**src/rtl/fpcm_pkg.sv**
```systemverilog
package fpcm_pkg;
  localparam int XLEN  = 64;
  localparam int HALF  = XLEN / 2;
  localparam int CLS_W = 10;
  localparam int FC_W  = 7;
  localparam int SUB_W = 3;

  localparam int SP_EXP_W  = 8;
  localparam int SP_FRAC_W = 23;
  localparam int DP_EXP_W  = 11;
  localparam int DP_FRAC_W = 52;

  localparam logic [FC_W-1:0] FC_FP_SIDE_S = 7'h70;
  localparam logic [FC_W-1:0] FC_FP_SIDE_D = 7'h71;
  localparam logic [FC_W-1:0] FC_TO_FP_S   = 7'h78;
  localparam logic [FC_W-1:0] FC_TO_FP_D   = 7'h79;

  localparam logic [SUB_W-1:0] SUB_MOVE  = 3'd0;
  localparam logic [SUB_W-1:0] SUB_CLASS = 3'd1;

  localparam int CB_NEG_INF  = 0;
  localparam int CB_NEG_NORM = 1;
  localparam int CB_NEG_SUB  = 2;
  localparam int CB_NEG_ZERO = 3;
  localparam int CB_POS_ZERO = 4;
  localparam int CB_POS_SUB  = 5;
  localparam int CB_POS_NORM = 6;
  localparam int CB_POS_INF  = 7;
  localparam int CB_SNAN     = 8;
  localparam int CB_QNAN     = 9;

  typedef enum logic [2:0] {
    OP_NONE,
    OP_MV_X_S,
    OP_MV_X_D,
    OP_CLS_S,
    OP_CLS_D,
    OP_MV_F_S,
    OP_MV_F_D
  } fpcm_op_e;
endpackage

```
**src/rtl/fpcm_classifier.sv**
```systemverilog
module fpcm_classifier
  import fpcm_pkg::*;
#(
  parameter int EXP_W  = 8,
  parameter int FRAC_W = 23
) (
  input  logic [EXP_W+FRAC_W:0] value,
  output logic [CLS_W-1:0]      mask
);
  localparam int MSB = EXP_W + FRAC_W;

  logic              sign;
  logic [EXP_W-1:0]  expo;
  logic [FRAC_W-1:0] frac;
  logic              exp_ones;
  logic              exp_zero;
  logic              frac_zero;
  logic              quiet_bit;

  assign sign      = value[MSB];
  assign expo      = value[FRAC_W +: EXP_W];
  assign frac      = value[FRAC_W-1:0];
  assign exp_ones  = &expo;
  assign exp_zero  = ~|expo;
  assign frac_zero = ~|frac;
  assign quiet_bit = frac[FRAC_W-1];

  always_comb begin
    mask = '0;
    if (exp_ones) begin
      if (frac_zero) begin
        if (sign) mask[CB_NEG_INF] = 1'b1;
        else      mask[CB_POS_INF] = 1'b1;
      end else if (quiet_bit) begin
        mask[CB_QNAN] = 1'b1;
      end else begin
        mask[CB_SNAN] = 1'b1;
      end
    end else if (exp_zero) begin
      if (frac_zero) begin
        if (sign) mask[CB_NEG_ZERO] = 1'b1;
        else      mask[CB_POS_ZERO] = 1'b1;
      end else begin
        if (sign) mask[CB_NEG_SUB] = 1'b1;
        else      mask[CB_POS_SUB] = 1'b1;
      end
    end else begin
      if (sign) mask[CB_NEG_NORM] = 1'b1;
      else      mask[CB_POS_NORM] = 1'b1;
    end
  end

  always_comb begin
    assert_one_class_R3: assert ($onehot(mask))
      else $error("class mask not one-hot: %b", mask);
    if (exp_ones && !frac_zero) begin
      assert_nan_kind_R5: assert (mask[CB_QNAN] == quiet_bit && mask[CB_SNAN] == !quiet_bit)
        else $error("NaN kind wrong: %b", mask);
    end
    if (exp_zero) begin
      assert_zero_sub_R4: assert ((mask[CB_NEG_ZERO] | mask[CB_POS_ZERO]) == frac_zero)
        else $error("zero/subnormal split wrong: %b", mask);
    end
  end
endmodule

```
**src/rtl/fpcm_decode.sv**
```systemverilog
module fpcm_decode
  import fpcm_pkg::*;
(
  input  logic [FC_W-1:0]  func_code,
  input  logic [SUB_W-1:0] sub_op,
  output fpcm_op_e         op
);
  always_comb begin
    op = OP_NONE;
    unique case (func_code)
      FC_FP_SIDE_S: begin
        if (sub_op == SUB_MOVE)       op = OP_MV_X_S;
        else if (sub_op == SUB_CLASS) op = OP_CLS_S;
      end
      FC_FP_SIDE_D: begin
        if (sub_op == SUB_MOVE)       op = OP_MV_X_D;
        else if (sub_op == SUB_CLASS) op = OP_CLS_D;
      end
      FC_TO_FP_S: op = OP_MV_F_S;
      FC_TO_FP_D: op = OP_MV_F_D;
      default:    op = OP_NONE;
    endcase
  end
endmodule

```
**src/rtl/fpcm_move.sv**
```systemverilog
module fpcm_move
  import fpcm_pkg::*;
(
  input  fpcm_op_e         op,
  input  logic [XLEN-1:0]  fp_opnd,
  input  logic [XLEN-1:0]  int_opnd,
  output logic [XLEN-1:0]  moved
);
  always_comb begin
    unique case (op)
      OP_MV_X_S: moved = {{HALF{fp_opnd[HALF-1]}}, fp_opnd[HALF-1:0]};
      OP_MV_X_D: moved = fp_opnd;
      OP_MV_F_S: moved = {{HALF{1'b0}}, int_opnd[HALF-1:0]};
      OP_MV_F_D: moved = int_opnd;
      default:   moved = '0;
    endcase
  end
endmodule

```
**src/rtl/fp_class_move.sv**
```systemverilog
module fp_class_move
  import fpcm_pkg::*;
(
  input  logic [63:0] fp_opnd,
  input  logic [63:0] int_opnd,
  input  logic [6:0]  func_code,
  input  logic [2:0]  sub_op,
  output logic [63:0] result
);
  fpcm_op_e          op;
  logic [CLS_W-1:0]  mask_s;
  logic [CLS_W-1:0]  mask_d;
  logic [XLEN-1:0]   moved;

  fpcm_decode u_decode (
    .func_code (func_code),
    .sub_op    (sub_op),
    .op        (op)
  );

  fpcm_classifier #(.EXP_W(SP_EXP_W), .FRAC_W(SP_FRAC_W)) u_cls_s (
    .value (fp_opnd[HALF-1:0]),
    .mask  (mask_s)
  );

  fpcm_classifier #(.EXP_W(DP_EXP_W), .FRAC_W(DP_FRAC_W)) u_cls_d (
    .value (fp_opnd),
    .mask  (mask_d)
  );

  fpcm_move u_move (
    .op       (op),
    .fp_opnd  (fp_opnd),
    .int_opnd (int_opnd),
    .moved    (moved)
  );

  always_comb begin
    unique case (op)
      OP_CLS_S: result = {{(XLEN-CLS_W){1'b0}}, mask_s};
      OP_CLS_D: result = {{(XLEN-CLS_W){1'b0}}, mask_d};
      default:  result = moved;
    endcase
  end

  always_comb begin
    if (func_code == FC_FP_SIDE_S || func_code == FC_FP_SIDE_D) begin
      if (sub_op == SUB_CLASS) begin
        assert_class_upper_zero_R3: assert (result[XLEN-1:CLS_W] == '0 && $onehot(result[CLS_W-1:0]))
          else $error("classify result malformed: %h", result);
      end
    end
    if (func_code == FC_FP_SIDE_S && sub_op == SUB_MOVE) begin
      assert_sext_move_R6: assert (result[XLEN-1:HALF] == {HALF{fp_opnd[HALF-1]}})
        else $error("single move not sign-extended: %h", result);
    end
    if (func_code == FC_FP_SIDE_D && sub_op == SUB_MOVE) begin
      assert_dp_move_R7: assert (result == fp_opnd)
        else $error("double move altered bits: %h", result);
    end
    if (func_code == FC_TO_FP_S) begin
      assert_sp_to_fp_R8: assert (result[XLEN-1:HALF] == '0 && result[HALF-1:0] == int_opnd[HALF-1:0])
        else $error("single move to fp wrong: %h", result);
    end
    if (func_code == FC_TO_FP_D) begin
      assert_dp_to_fp_R9: assert (result == int_opnd)
        else $error("double move to fp wrong: %h", result);
    end
    if (func_code != FC_FP_SIDE_S && func_code != FC_FP_SIDE_D &&
        func_code != FC_TO_FP_S && func_code != FC_TO_FP_D) begin
      assert_other_zero_R10: assert (result == '0)
        else $error("unrecognized code gave %h", result);
    end
  end
endmodule

```
**config.mk**
```make
export PLATFORM = sky130hd
export DESIGN_NAME = fp_class_move
export DESIGN_NICKNAME = d
export VERILOG_FILES = /design/src/rtl/fpcm_pkg.sv /design/src/rtl/fpcm_classifier.sv /design/src/rtl/fpcm_decode.sv /design/src/rtl/fpcm_move.sv /design/src/rtl/fp_class_move.sv
export SDC_FILE = /design/constraint.sdc
export NUM_CORES = 1
export LEC_CHECK = 0
export ABC_AREA = 1
export CAP_MARGIN = 15
export CORE_MARGIN = 4
export CORE_UTILIZATION = 33
export DETAILED_ROUTE_END_ITERATION = 7
export GPL_TIMING_DRIVEN = 0
export PLACE_DENSITY = 0.81
export SLEW_MARGIN = 15
export SYNTH_ARGS = -nofsm -noshare
export SYNTH_HDL_FRONTEND = slang
export SYNTH_SLANG_ARGS = --single-unit
```
**constraint.sdc**
```tcl
create_clock -name vclk -period 2.7
set_input_delay 0.405 -clock vclk [all_inputs]
set_output_delay 0.405 -clock vclk [all_outputs]
set_load 0.02 [all_outputs]
```
======== Yosys cells after proc, flatten, opt, wreduce, memory -nomap -nowiden ========
Index checks and enable logic that the tools add are counted.
W data, S select, Z words.
word-level totals
  register bits after elaboration ......... 0
  output and inout port bits .............. 64
  input port bits ......................... 138
  word-level logic and storage cells ...... 57
operators by class
  reductions and logical operators ........ 7
  muxes and demuxes ....................... 39
  eq/ne operators ......................... 11
operator list
  kind                  number
  $pmux W64 S4          1
  $pmux W64 S2          1
  $reduce_or A52 Y1     1
  $eq A7 B7 Y1 const B  4
  $reduce_or A23 Y1     1
  $mux W1               22
  $mux W3               5
  $mux W6               2
  $pmux W3 S4           1
  $reduce_and A11 Y1    1
  $reduce_or A11 Y1     1
  $mux W2               5
  $eq A3 B3 Y1 const B  3
  $mux W4               2
  $reduce_and A8 Y1     1
  $reduce_or A8 Y1      1
  $eq A3 B1 Y1 const B  2
  $eq A3 B2 Y1 const B  2
  $logic_not A3 Y1      1

======== Longest topological paths before layout ========
Gate-level depths: netlist (run 1).
  word-level depth ........................ 7
  gate-level depth with buffers ........... 16
  mapped depth without buffers ............ 14

======== By module ========
Synthesis (run 1) repeated with hierarchy kept, for this count alone.
unflattened totals
  cell total of the unflattened synthesis .. 579
  area, all modules ....................... 2,512.4 µm²
by module, submodules not included
  module                     cells an instance  seq. area each (µm²)  area an instance (µm²)  times used
  fpcm_move                  227                0.0                   991.0                   1
  fp_class_move              185                0.0                   770.7                   1
  fpcm_classifier (u_cls_d)  83                 0.0                   362.8                   1
  fpcm_classifier (u_cls_s)  56                 0.0                   254.0                   1
  fpcm_decode                28                 0.0                   133.9                   1

======== Least setup slack after synthesis (run 1) ========
OpenSTA, ideal clock, no wires.
  path kind ............................... input port to output port
  start point ............................. input func_code[1]
  end point ............................... output result[13]
  slack ................................... -73 ps
  stages on the path ...................... 14
  required time ........................... 2,295 ps
  path buffers ............................ 3
  arrival ................................. 2,368 ps
  cells stage by stage .................... nor2_1 -> nand3_1 -> nor3_1 -> nand2_1 -> nand2_1 -> nor2_1 -> inv_1 -> ha_1 -> buf_2 -> or2_2 -> buf_2 -> clkbuf_1 -> nand4_1 -> a21oi_1
on the way
  longest elaborated chain between the ends .. 5
  elaborated cells between the ends (all ways) .. 13
  classes of those cells .................. eq/ne (10); mux (3)
ends and longest elaborated chain
  element                               RTL line             text
  start: declaration                    fp_class_move.sv:6   input logic [6:0] func_code,
  $eq A7 B7 Y1                          fpcm_decode.sv:10    unique case (func_code)
  $pmux W3 S4 (*)                       fpcm_decode.sv:10
  $eq A3 B3 Y1 (tied with other cells)  fpcm_move.sv:10      unique case (op)
  $pmux W64 S4                          fpcm_move.sv:10
  $pmux W64 S2 (*)                      fp_class_move.sv:39  unique case (op)
  end: declaration                      fp_class_move.sv:8   output logic [63:0] result
Every way passes the cells marked *; elsewhere a longest branch is shown, timed or not.

======== Worst setup path in the final report (run 1) ========
  start point ............................. input func_code[0]
  end point ............................... output result[22]
The elaborated chain is that of the path after synthesis.

==> impl_metrics.json, run 1 <==
{
  "status": "finished, violations left",
  "failed_checks": "negative setup slack",
  "cp_slowest_cell": "or2_4",
  "die_h_um": 91.2,
  "power_w": 0.000343,
  "synth_top_cell_by_area": "nand3_1",
  "grtUsageTotal": 0.286,
  "syn2layout_area_growth_pct": 125,
  "setup_viol_count_final": 12,
  "instances_no_fill": 795,
  "place_inst": 759,
  "dr.pass1.iters": 5,
  "clkbuf_count": 0,
  "grt_overflow_total": 0,
  "hpwl_um": 9880,
  "ant_nets": 0,
  "routed_wl_um": 13500,
  "row_count": 30,
  "max_stage_delay_ns": 0.22,
  "final_hold_viol_count": 0,
  "setup_ws_ns": -0.0520,
  "cp_top_family": "simple AND/OR/NAND/NOR gates",
  "portBuffers": 202,
  "dieWidth_um": 91.2,
  "yosysUniqueCellTypes": 25,
  "final_nets": 859,
  "syn-num-nets": 619,
  "min_path_type": "in2out",
  "cp_max_fo": 7,
  "via_count": 4330,
  "yosys_warnings": 0,
  "netlist_area_um2": 2290,
  "power_density_nw_per_um2": 66.6,
  "period_share": 1.02,
  "crit_path_end_kind": "primary output",
  "synth_most_common_cell": "nand2_1",
  "relSlewSlack": 0.709,
  "ys_seq_area_frac": 0,
  "grt_first_pass_wirelength_um": 20000,
  "worst-path-buf-inv": 4,
  "cp.required_ns": 2.30,
  "startpoint_type": "input pin",
  "synth_area_per_cell_um2": 4.79,
  "finalWeightedCongestion": 0.909,
  "max_freq_mhz": 363,
  "core_area_um2": 6760,
  "synth_area_leaders": "nand3_1, nand2_1, nand4_1, nor2_1, inv_1",
  "crit_arrival_ns": 2.35,
  "drcViolationCount": 0,
  "drv_slew": 0,
  "cp_cell_sequence": "buf_8, nor2_4, nand3_2, nor3_4, nand2_1, nand2_2, nor2_4, inv_2, ha_4, or2_4, buf_8, nand4_1, a21oi_4, buf_6",
  "grt_max_degree": 11,
  "dieArea_um2": 8320,
  "antennaDiodeCount": 0,
  "start_util": 0.338,
  "drive_gt1_frac": 0.313,
  "min_period_ns": 2.75,
  "yosys-top-cells-count": "nand2_1, nand3_1, nor2_1",
  "cts_hold_buf": 0,
  "p_leak_nw": 2.42,
  "path_class": "in2out",
  "antenna_found_initial": 0,
  "seq_area_um2": 0,
  "wl_per_cell_um": 17.0,
  "worst_pin_slew_ns": 0.436,
  "drt_iter0_markers": 259,
  "vdd_drop_max_v": 0.0000448,
  "via_per_inst": 5.45,
  "ios": 202,
  "cap_violations": 0,
  "rsz0062_at_grt": "true",
  "syn_inst": 477,
  "design.seq.count": 0,
  "yosys.area.top_type_share": 0.243,
  "grt_pass1_vias": 4227
}
-- routing by layer --
metal | vias to the layer above | global-route usage | wire (um)
li1 | 2065 | - | -
met1 | 1952 | 0.312 | 5090
met5 | - | 0 | 0
met4 | 0 | 0.0791 | 443
met3 | 44 | 0.0804 | 1310
met2 | 269 | 0.536 | 6650
-- cell type report --
class	instances	area (um^2)
multi-input cells	388	2200
fillers	560	1620
inverters	54	208
repair buffers	238	2310
plain buffers	35	329
well taps	80	100
-- cells in the final DEF, fill, tap and decap left out, types with 2 or more instances in the layout --
cell type        count
a21oi_1              2
a21oi_2             19
a21oi_4              4
buf_12               2
buf_2               16
buf_4               49
buf_6               61
buf_8                7
clkbuf_1             2
clkbuf_2             2
clkbuf_8             2
clkdlybuf4s50_1    127
dlygate4sd2_1        2
ha_4                 4
inv_1               39
inv_2               13
inv_4                2
nand2_1            109
nand2_2             11
nand2_4              2
nand3_1            100
nand3_2             12
nand3_4              2
nand3b_1             2
nand4_1             41
nand4_4              2
nor2_1              63
nor2_2               2
nor2_4               5
or2_4                3
-- power breakdown --
group | switching, W | internal, W | leakage, nW
sequential | 0 | 0 | 0
clock | 0 | 0 | 0
combinational | 0.000125 | 0.000218 | 2.42
-- per-stage QoR --
step / worst slack (ns) / hold WS, ns / utilization / area, um^2 / setup TNS (ns)
detailed placement: -1.39 / 1.88 / 0.665 / 4490 / -73.71
global placement: -1.32 / 1.88 / 0.665 / 4490 / -68.71
global route: -0.155 / 1.52 / 0.761 / 5140 / -4.38
floorplan: 0.00191 / 0.972 / - / 2370 / 0
CTS: 0.00150 / 1.48 / 0.694 / 4690 / 0
finish: -0.0520 / 1.49 / 0.761 / 5140 / -0.358
-- cell families after synthesis --
group	share of synthesized area
AOI/OAI and AO/OA	0.0547
buffers and inverters	0.184
and+or+nand+nor	0.739
adders and majority gates	0.0219
-- path summary, 6_finish.rpt --
kind	from	to	slack (ns)	cells after the start
setup / recovery	func_code[0]	result[22]	-0.05	14
hold / removal	int_opnd[31]	result[31]	1.49	4
-- what timing repair did --
| action | 4_1_cts | 5_1_grt |
|---|---|---|
| buffers inserted | 15 | 11 |
| gates resized for setup | 391 | 124 |
| pin swaps | 22 | 48 |
| endpoints found under the setup margin | 64 | 64 |
| gates cloned | 8 | 4 |
Note: power is estimated with default switching activity, not from simulation.
==> run 2: changes to the inputs <==
--- a/config.mk
+++ b/config.mk
@@ -12,6 +12,7 @@
 export DETAILED_ROUTE_END_ITERATION = 7
 export GPL_TIMING_DRIVEN = 0
 export PLACE_DENSITY = 0.81
+export SETUP_SLACK_MARGIN = 0.1
 export SLEW_MARGIN = 15
 export SYNTH_ARGS = -nofsm -noshare
 export SYNTH_HDL_FRONTEND = slang
==> impl_metrics.json, run 2 (synthesis gave the netlist of run 1 again) <==
{
  "status": "finished, violations left",
  "failed_checks": "negative setup slack",
  "worst_pin_slew_ns": 0.510,
  "vdd_drop_max_v": 0.0000522,
  "drt_iter0_markers": 617,
  "core_area_um2": 6760,
  "postLayoutCellArea_um2": 5930,
  "crit_top_cell": "nand2_1",
  "design.seq.count": 0,
  "portBuffers": 202,
  "ios": 202,
  "grt_max_degree": 11,
  "final_cell_mix": "clkdlybuf4s50_1, buf_6, nand2_1, nand3_1, nor2_1",
  "finalWeightedCongestion": 0.937,
  "final_hold_viol_count": 0,
  "max_freq_mhz": 338,
  "cp.required_ns": 2.30,
  "grt_overflow_total": 0,
  "setup_viol_count_final": 64,
  "antenna_found_initial": 0,
  "startpoint_type": "input pin",
  "drcViolationCount": 0,
  "drive_gt1_frac": 0.433,
  "final_nets": 872,
  "layout_commonest_cell": "clkdlybuf4s50_1",
  "ant_nets": 0,
  "whs_ns": 1.48,
  "cp_slowest_cell": "nor3_4",
  "via_per_inst": 6.09,
  "dpl-instance-area_um2": 4510,
  "cp_cell_sequence": "buf_8, nor2_4, nand3_2, nor3_4, nand2_2, nand2_4, nor2_4, inv_2, ha_4, or2_4, buf_12, clkbuf_16, nand4_1, nand2_1, nand2_1, nand2_1, buf_6",
  "cts_hold_buf": 0,
  "via_count": 4918,
  "setup_ws_ns": -0.257,
  "max_stage_delay_ns": 0.24,
  "routed_wl_um": 17100,
  "row_count": 30,
  "path_class": "in2out",
  "final_core_util": 0.877,
  "relSlewSlack": 0.660,
  "min_period_ns": 2.96,
  "dr.pass1.iters": 5,
  "wl_per_cell_um": 21.1,
  "drv_slew": 0,
  "dieArea_um2": 8320,
  "crit_path_end_kind": "primary output",
  "syn2layout_area_growth_pct": 159,
  "power_density_nw_per_um2": 64.7,
  "place_inst": 759,
  "power_w": 0.000383,
  "antennaDiodeCount": 0,
  "instances_no_fill": 808,
  "period_share": 1.10,
  "grtUsageTotal": 0.297,
  "rsz0062_at_grt": "true",
  "p_leak_nw": 2.87,
  "crit_arrival_ns": 2.55,
  "seq_area_um2": 0,
  "nFillCells": 374,
  "min_path_type": "in2out",
  "start_util": 0.338,
  "clkbuf_count": 0,
  "dieWidth_um": 91.2,
  "hpwl_um": 9630,
  "grt_first_pass_wirelength_um": 20900,
  "die_h_um": 91.2,
  "cp_max_fo": 8,
  "grt_pass1_vias": 4447,
  "cap_violations": 0
}
## run 2: cell count changes in the layout (fill, tap and decap cells not counted), moves of 3 or more
cell / delta
buf_12: +3
nand2_4: +13
nand2_1: -38
clkbuf_16: +6
inv_1: -5
nand3_2: +30
buf_6: +37
inv_2: +4
buf_4: -22
nand3_1: -31
buf_2: -9
nand2_2: +25
## run 2: final timing paths
path | start | to | cells after the start
setup / recovery | func_code[1] | result[8] | 17
hold / removal | int_opnd[12] | result[12] | 4
## run 2: where the power goes
group	internal (W)	switching, W
registers	0	0
clock network	0	0
logic	0.000232	0.000152
## run 2: area by class of cell
| class | count | area, um^2 | area share |
|---|---|---|---|
| repair buffers | 253 | 2670 | 0.450 |
| multi-input cells | 386 | 2520 | 0.425 |
| plain buffers | 35 | 424 | 0.0716 |
| inverters | 54 | 213 | 0.0359 |
| well taps | 80 | 100 | 0.0169 |
## run 2: timing repair
| action | in CTS | in global routing |
|---|---|---|
| gates cloned | 10 | 5 |
| resized for setup | 514 | 153 |
| setup buffers | 25 | 12 |
| endpoints found under the hold margin | 0 | 0 |
| pin swaps | 48 | 52 |
| endpoints found under the setup margin | 64 | 64 |
## run 2: critical path, delay by kind of cell
family                   cells  cell delay, ns
buffers and inverters        5            0.63
AND/OR/NAND/NOR             11            1.33
adder cells (fa/ha/maj)      1            0.16
## run 2: metrics by stage
step                setup slack (ns)  setup TNS [ns]
floorplan                     0.0471               0
global placement               -1.22          -65.41
detailed placement             -1.35          -73.18
CTS                           -0.130           -2.54
global route                  -0.328          -13.63
finish                        -0.257           -9.12
## run 2: metal layers
layer,GRT usage,part of all wire,vias to the layer above,wire [um]
li1,-,-,2095,-
met1,0.332,0.34,2257,5810
met2,0.549,0.49,450,8350
met3,0.0572,0.11,116,1910
met4,0.111,0.058,0,988
met5,0,0,-,0
